$ cat src/rtl/adc_ctrl_pkg.sv
package adc_ctrl_pkg;
   localparam logic [2:0] ADR_CTRL = 3'd0;
   localparam logic [2:0] ADR_AUX  = 3'd1;
   localparam logic [2:0] ADR_HI   = 3'd2;
   localparam logic [2:0] ADR_LO   = 3'd3;
   localparam logic [2:0] ADR_STAT = 3'd4;

   typedef struct packed {
      logic       fmt_right;
      logic       vref;
      logic [3:0] chan;
      logic       busy;
      logic       en;
   } ctrl_t;
endpackage

$ cat src/rtl/adc_evt_timer.sv
module adc_evt_timer #(
   parameter int TMR_W = 16,
   parameter int MODE_W = 4,
   parameter logic [MODE_W-1:0] TRIG_MODE = 4'b1011
) (
   input  logic              clk,
   input  logic              rst_n,
   input  logic              evt_trig,
   input  logic [MODE_W-1:0] evt_mode,
   output logic              trig_hit,
   output logic [TMR_W-1:0]  tmr_count
);
   generate
      if (TMR_W < 2) begin : g_bad_tmr
         $error("adc_evt_timer: TMR_W must be at least 2");
      end
   endgenerate

   assign trig_hit = evt_trig && (evt_mode == TRIG_MODE);

   always_ff @(posedge clk or negedge rst_n) begin
      if (!rst_n)        tmr_count <= '0;
      else if (trig_hit) tmr_count <= '0;
      else               tmr_count <= tmr_count + 1'b1;
   end

   // any other mode lets the timer keep counting
   a_r7_other_mode_counts: assert property (@(posedge clk) disable iff (!rst_n)
      (evt_trig && evt_mode != TRIG_MODE) |=> tmr_count == $past(tmr_count) + 1'b1);
endmodule

$ cat src/rtl/adc_ctl_regs.sv
module adc_ctl_regs
   import adc_ctrl_pkg::*;
#(
   parameter int ADDR_W = 3,
   parameter int CSEL_W = 3
) (
   input  logic              clk,
   input  logic              rst_n,
   input  logic              bus_we,
   input  logic [ADDR_W-1:0] bus_addr,
   input  logic [7:0]        bus_wdata,
   input  logic              trig_hit,
   input  logic              conv_done,
   output ctrl_t             ctrl_q,
   output logic [CSEL_W-1:0] clk_sel,
   output logic              irq_q,
   output logic              conv_start,
   output logic              done_acc
);
   localparam int CSEL_LSB = 4;

   generate
      if (ADDR_W < 3) begin : g_bad_addr
         $error("adc_ctl_regs: ADDR_W must be at least 3");
      end
      if (CSEL_LSB + CSEL_W > 7) begin : g_bad_csel
         $error("adc_ctl_regs: clock select does not fit bits 6:4");
      end
   endgenerate

   logic  wr_ctrl, wr_aux, wr_stat, start_now;
   ctrl_t ctrl_n;

   assign wr_ctrl  = bus_we && (bus_addr == ADDR_W'(ADR_CTRL));
   assign wr_aux   = bus_we && (bus_addr == ADDR_W'(ADR_AUX));
   assign wr_stat  = bus_we && (bus_addr == ADDR_W'(ADR_STAT));
   assign done_acc = conv_done && ctrl_q.busy;

   always_comb begin
      ctrl_n    = ctrl_q;
      start_now = 1'b0;
      if (wr_ctrl) begin
         ctrl_n      = ctrl_t'(bus_wdata);
         ctrl_n.busy = bus_wdata[1] && bus_wdata[0];
         start_now   = bus_wdata[1] && bus_wdata[0] && !ctrl_q.busy;
      end else if (trig_hit && ctrl_q.en && !ctrl_q.busy) begin
         ctrl_n.busy = 1'b1;
         start_now   = 1'b1;
      end
      if (done_acc) ctrl_n.busy = 1'b0;
   end

   always_ff @(posedge clk or negedge rst_n) begin
      if (!rst_n) begin
         ctrl_q     <= '0;
         clk_sel    <= '0;
         irq_q      <= 1'b0;
         conv_start <= 1'b0;
      end else begin
         ctrl_q     <= ctrl_n;
         conv_start <= start_now;
         if (wr_aux) clk_sel <= bus_wdata[CSEL_LSB +: CSEL_W];
         if (done_acc)                     irq_q <= 1'b1;
         else if (wr_stat && !bus_wdata[0]) irq_q <= 1'b0;
      end
   end

   // a start strobe only while enabled and busy, one cycle wide
   a_r4_start_when_busy: assert property (@(posedge clk) disable iff (!rst_n)
      conv_start |-> (ctrl_q.busy && ctrl_q.en));
   a_r4_start_single: assert property (@(posedge clk) disable iff (!rst_n)
      conv_start |=> !conv_start);
   // busy holds until done or a control write
   a_r5_busy_holds: assert property (@(posedge clk) disable iff (!rst_n)
      (ctrl_q.busy && !conv_done && !wr_ctrl) |=> ctrl_q.busy);
   // a disabled event never sets busy
   a_r8_disabled_no_busy: assert property (@(posedge clk) disable iff (!rst_n)
      (trig_hit && !ctrl_q.en && !ctrl_q.busy && !wr_ctrl) |=> !ctrl_q.busy);
   // completion clears busy and raises the flag
   a_r9_done_flags: assert property (@(posedge clk) disable iff (!rst_n)
      (conv_done && ctrl_q.busy) |=> (irq_q && !ctrl_q.busy));
endmodule

$ cat src/rtl/adc_result_pack.sv
module adc_result_pack #(
   parameter int CODE_W = 10
) (
   input  logic              clk,
   input  logic              rst_n,
   input  logic              capture,
   input  logic              fmt_right,
   input  logic [CODE_W-1:0] code,
   output logic [7:0]        res_hi,
   output logic [7:0]        res_lo
);
   localparam int PAIR_W = 16;
   localparam int PAD_W  = PAIR_W - CODE_W;

   generate
      if (CODE_W < 9 || CODE_W > PAIR_W) begin : g_bad_code
         $error("adc_result_pack: CODE_W must be 9..16");
      end
   endgenerate

   logic [PAIR_W-1:0] left_j, right_j, packed_v;

   assign right_j  = PAIR_W'(code);
   assign left_j   = right_j << PAD_W;
   assign packed_v = fmt_right ? right_j : left_j;

   // result bytes have no reset: they survive device reset
   always_ff @(posedge clk) begin
      if (capture) {res_hi, res_lo} <= packed_v;
   end

   // unused positions of a left-justified result stay zero
   a_r10_left_pad: assert property (@(posedge clk) disable iff (!rst_n)
      (capture && !fmt_right) |=> res_lo[PAD_W-1:0] == '0);
   // unused positions of a right-justified result stay zero
   a_r10_right_pad: assert property (@(posedge clk) disable iff (!rst_n)
      (capture && fmt_right) |=> res_hi[7:CODE_W-8] == '0);
endmodule

$ cat src/rtl/adc_trig_ctrl.sv
module adc_trig_ctrl
   import adc_ctrl_pkg::*;
#(
   parameter int CODE_W = 10,
   parameter int TMR_W = 16,
   parameter int ADDR_W = 3,
   parameter int MODE_W = 4,
   parameter int CHAN_W = 4,
   parameter int CSEL_W = 3,
   parameter logic [MODE_W-1:0] TRIG_MODE = 4'b1011
) (
   input  logic              clk,
   input  logic              rst_n,
   input  logic              bus_we,
   input  logic [ADDR_W-1:0] bus_addr,
   input  logic [7:0]        bus_wdata,
   output logic [7:0]        bus_rdata,
   input  logic              evt_trig,
   input  logic [MODE_W-1:0] evt_mode,
   output logic [TMR_W-1:0]  tmr_count,
   output logic              conv_start,
   input  logic              conv_done,
   input  logic [CODE_W-1:0] conv_code,
   output logic [CHAN_W-1:0] adc_chan,
   output logic              adc_vref,
   output logic [CSEL_W-1:0] clk_sel,
   output logic              irq_flag
);
   generate
      if (CHAN_W != 4) begin : g_bad_chan
         $error("adc_trig_ctrl: CHAN_W must be 4 to fit the control byte");
      end
   endgenerate

   ctrl_t      ctrl_q;
   logic       trig_hit, done_acc;
   logic [7:0] res_hi, res_lo;

   adc_evt_timer #(.TMR_W(TMR_W), .MODE_W(MODE_W), .TRIG_MODE(TRIG_MODE)) u_tmr (
      .clk(clk), .rst_n(rst_n), .evt_trig(evt_trig), .evt_mode(evt_mode),
      .trig_hit(trig_hit), .tmr_count(tmr_count));

   adc_ctl_regs #(.ADDR_W(ADDR_W), .CSEL_W(CSEL_W)) u_regs (
      .clk(clk), .rst_n(rst_n), .bus_we(bus_we), .bus_addr(bus_addr),
      .bus_wdata(bus_wdata), .trig_hit(trig_hit), .conv_done(conv_done),
      .ctrl_q(ctrl_q), .clk_sel(clk_sel), .irq_q(irq_flag),
      .conv_start(conv_start), .done_acc(done_acc));

   adc_result_pack #(.CODE_W(CODE_W)) u_pack (
      .clk(clk), .rst_n(rst_n), .capture(done_acc), .fmt_right(ctrl_q.fmt_right),
      .code(conv_code), .res_hi(res_hi), .res_lo(res_lo));

   assign adc_chan = ctrl_q.chan;
   assign adc_vref = ctrl_q.vref;

   always_comb begin
      bus_rdata = '0;
      if (bus_addr == ADDR_W'(ADR_CTRL))      bus_rdata = ctrl_q;
      else if (bus_addr == ADDR_W'(ADR_AUX))  bus_rdata[4 +: CSEL_W] = clk_sel;
      else if (bus_addr == ADDR_W'(ADR_HI))   bus_rdata = res_hi;
      else if (bus_addr == ADDR_W'(ADR_LO))   bus_rdata = res_lo;
      else if (bus_addr == ADDR_W'(ADR_STAT)) bus_rdata[0] = irq_flag;
   end

   // a qualifying event zeroes the timer whatever the enable
   a_r7_event_clears_tmr: assert property (@(posedge clk) disable iff (!rst_n)
      (evt_trig && evt_mode == TRIG_MODE) |=> tmr_count == '0);
   // an enabled idle event leads to a start strobe
   a_r6_event_starts: assert property (@(posedge clk) disable iff (!rst_n)
      (evt_trig && evt_mode == TRIG_MODE && ctrl_q.en && !ctrl_q.busy && !bus_we)
      |=> conv_start);
endmodule

$ cat config.mk
export PLATFORM = sky130hd
export DESIGN_NAME = adc_trig_ctrl
export DESIGN_NICKNAME = d
export VERILOG_FILES = /design/src/rtl/adc_ctrl_pkg.sv /design/src/rtl/adc_evt_timer.sv /design/src/rtl/adc_ctl_regs.sv /design/src/rtl/adc_result_pack.sv /design/src/rtl/adc_trig_ctrl.sv
export SDC_FILE = /design/constraint.sdc
export NUM_CORES = 1
export LEC_CHECK = 0
export BUFFER_PORTS_ARGS = -buffer_cell sky130_fd_sc_hd__buf_2
export CAP_MARGIN = 20
export CORE_ASPECT_RATIO = 1.5
export CORE_MARGIN = 4
export CORE_UTILIZATION = 45
export CTS_CLUSTER_SIZE = 14
export DETAILED_ROUTE_END_ITERATION = 8
export HOLD_SLACK_MARGIN = 0.03
export PLACE_DENSITY = 0.7
export SETUP_SLACK_MARGIN = 0.05
export SYNTH_ARGS = -nofsm -noshare
export SYNTH_HDL_FRONTEND = slang
export SYNTH_SLANG_ARGS = --single-unit
export TNS_END_PERCENT = 5
$ cat constraint.sdc
create_clock -name clk -period 1.8 [get_ports clk]
set_input_delay 0.18 -clock clk [delete_from_list [all_inputs] [get_ports clk]]
set_output_delay 0.18 -clock clk [all_outputs]
set_load 0.05 [all_outputs]
==> results.toml <==
[outcome]
outcome = "finished clean"

[clocking]
htreeDepth = 2
cts-root-buf = "clkbuf_8"
clk_path_buf_depth = 2
insertion_delay_ps = 290
cts.sinks = 45
cts.clk_slew.worst_paths_ps = 80
cts_setup_buffers = 0
numCtsBuffers = 5
cts_tree = "built"

[global_routing]
grt_pass1_wl_mm = 7.56
grt_pass1_vias = 1616
overflow = 0
grt_max_degree = 30
track_usage_pct = 15.5
grt_antenna_before_repair = 0

[power_and_ir_drop]
p_leak_uw = 0.00117
powerDensity_mw_per_mm2 = 1280
vdd.ir_drop.worst_mv = 0.635
total_power_uw = 3520

[synthesis]
avgSynthCellArea_sq_um = 11.9
synth_fp_nets = 223
seq_area_frac_synth_pct = 53.0
synth_top_area_share_pct = 31.9
synth_top_area_cell = "dfrtp_1"
ys_ff_latch = 45
synth_area_sq_mm = 0.00228
synth-warning-count = 0
postSynthCellCount = 192
ys_types = 38
ys_top_cells_by_area = "dfrtp_1 32%, edfxtp_1 21%, mux2_2 6.9%, mux2i_1 4.0%, mux4_2 3.0%"

[place]
dp.cells = 312
place_hpwl_mm = 3.35
globalplace.congestion = 0.715
placed_area_sq_mm = 0.00263
portBuffers = 63

[cells_and_area]
drive_gt1_share_pct = 39.2
syn2layout_area_growth_pct = 20.8
diodes = 0
finalInstanceArea_sq_mm = 0.00275
stdcell_count = 321
nNetsFinal = 285

[job]
drv_cap = 0

[critical_path]
rr_worst_depth = 3
cp_slowest_cell = "mux4_2"
path_cells = "mux4_2 > nor2b_1 > buf_2"
max_stage_delay_ps = 450
cp_max_fo = 3
cp.depth = 3
crit_required_ps = 1620
rrSetupSlack_ps = 140
crit_buf_inv = 1
cpLargestDelayFamily = "multiplexers"
start_kind = "flip-flop"
worst_ep_arrival_time_ps = 1500
critPathKind = "flip-flop to primary output"
cp-end-kind = "primary output"

[floorplanning]
start_util_pct = 46.9
dieWidth_um = 66.1
die_area_sq_mm = 0.00628
die_h_um = 95.1
num_rows = 31
design.core.area_sq_mm = 0.00485
pin_count = 64

[sta]
slew_headroom_pct = 55.6
finalSetupViolations = 0
finalHoldViolations = 0
period_needed_ps = 1680
maxClockFrequency_mhz = 594
worst_pin_slew_ps = 666
setup_tns_ps = 0
skew_ps = 4.63
rsz0062_at_grt = "no"
period_share_pct = 93.5
slew_viol_final = 0

[worst_hold_path]
hold_depth = 2
worstHoldPathType = "input port to flip-flop"

[detailed_routing]
wl_mm = 4.60
drt_iter0_markers = 81
num_vias = 1652
drc = 0
wire_per_inst_um = 14.3
viasPerCell = 5.15
first_pass_iters = 4
ant_nets = 0
[state kept, by name, indices dropped and copies added (netlist names)]
register,count
u_pack.res_hi,8
u_pack.res_lo,8
u_regs.clk_sel,3
u_regs.conv_start,1
u_regs.ctrl_q,8
u_regs.irq_q,1
u_tmr.tmr_count,16
[worst reg2reg max path: stages, from the launching register on]
cell	delay, ps
dfrtp_1	470
nand4_2	360
or4_1	600
a21oi_1	170
[path summary, 6_finish.rpt]
check	start	to
worst max-delay path	u_regs.ctrl_q[6]	bus_rdata[6]
worst min-delay path	bus_wdata[7]	u_regs.ctrl_q[7]
worst max register to register	u_tmr.tmr_count[2]	u_tmr.tmr_count[9]
worst min register to register	u_regs.irq_q	u_regs.irq_q
max in group asynchronous	rst_n	u_regs.ctrl_q[7]
min in group asynchronous	rst_n	u_tmr.tmr_count[10]
[per-layer routing]
| layer | share of wire [%] | vias to the layer above | track usage [%] |
|---|---|---|---|
| li1 | - | 829 | - |
| met1 | 44 | 768 | 20.0 |
| met2 | 49 | 48 | 25.3 |
| met3 | 5.9 | 7 | 4.01 |
| met4 | 1.3 | 0 | 5.42 |
| met5 | 0 | - | 0 |
[cell families after synthesis]
logic type / synth area share [%]
fa+ha+maj: 0.550
xor+xnor: 1.15
flops: 53.0
mux: 13.9
simple gates: 17.4
compound gates: 9.24
buf+inv: 4.78
[power breakdown]
group | switching, uW | internal, uW
clock | 333 | 409
combinational | 894 | 373
sequential | 220 | 1290
[cell type report]
class                           instances  area [sq um]
Multi-Input combinational cell        127           961
Clock inverter                          3          41.3
Tap cell                               66          82.6
Inverter                                5          18.8
Fill cell                             437          2100
Sequential cell                        45          1210
Clock buffer                            5          68.8
Timing Repair Buffer                   70           370
[synth_stat cells]
cell       n
dfrtp_1   29
edfxtp_1  16
mux2_2    14
nor2_1    12
nand3_1   11
nor2b_1   10
mux2i_1    9
o21ai_0    9
a21oi_1    7
and2_1     7
buf_4      6
clkbuf_1   5
inv_1      5
nand2_1    5
o21bai_1   5
o21a_1     4
o31ai_1    4
or4_1      4
buf_2      3
mux4_2     3
nor4_1     3
nand4_1    2
nand4b_1   2
nor4_2     2
xor2_1     2
a21o_1     1
a22o_1     1
a22oi_1    1
and4bb_2   1
buf_6      1
ha_1       1
nand4_2    1
nor3_1     1
nor4b_4    1
o31a_1     1
or3_1      1
or3_2      1
xnor2_1    1
[what timing repair did]
action,4_1_cts,5_1_grt
endpoints found under the hold margin,29,0
hold buffers,1,0
resized for setup,0,1
setup endpoints to repair,0,1
[cell usage in the layout, fill, tap and decap left out, drive strengths merged, types with 3 or more instances in the layout]
master,instances
buf,69
dfrtp,29
edfxtp,16
mux2,14
nor2,12
nand3,11
nor2b,10
mux2i,9
o21ai,9
a21oi,7
and2,7
inv,5
o21bai,5
nand2,5
clkbuf,5
nor4,5
o31ai,4
or4,4
o21a,4
mux4,3
nand4,3
[metrics by stage]
stage               utilization (%)  setup slack (ps)  hold WS (ps)
finish                         56.7               118           115
CTS                            56.7               106           105
floorplan                         -             -32.7          -116
global route                   56.7              72.1           103
detailed placement             54.2               164           257
global placement               54.2               251           246
(Power assumes the default switching activity.)
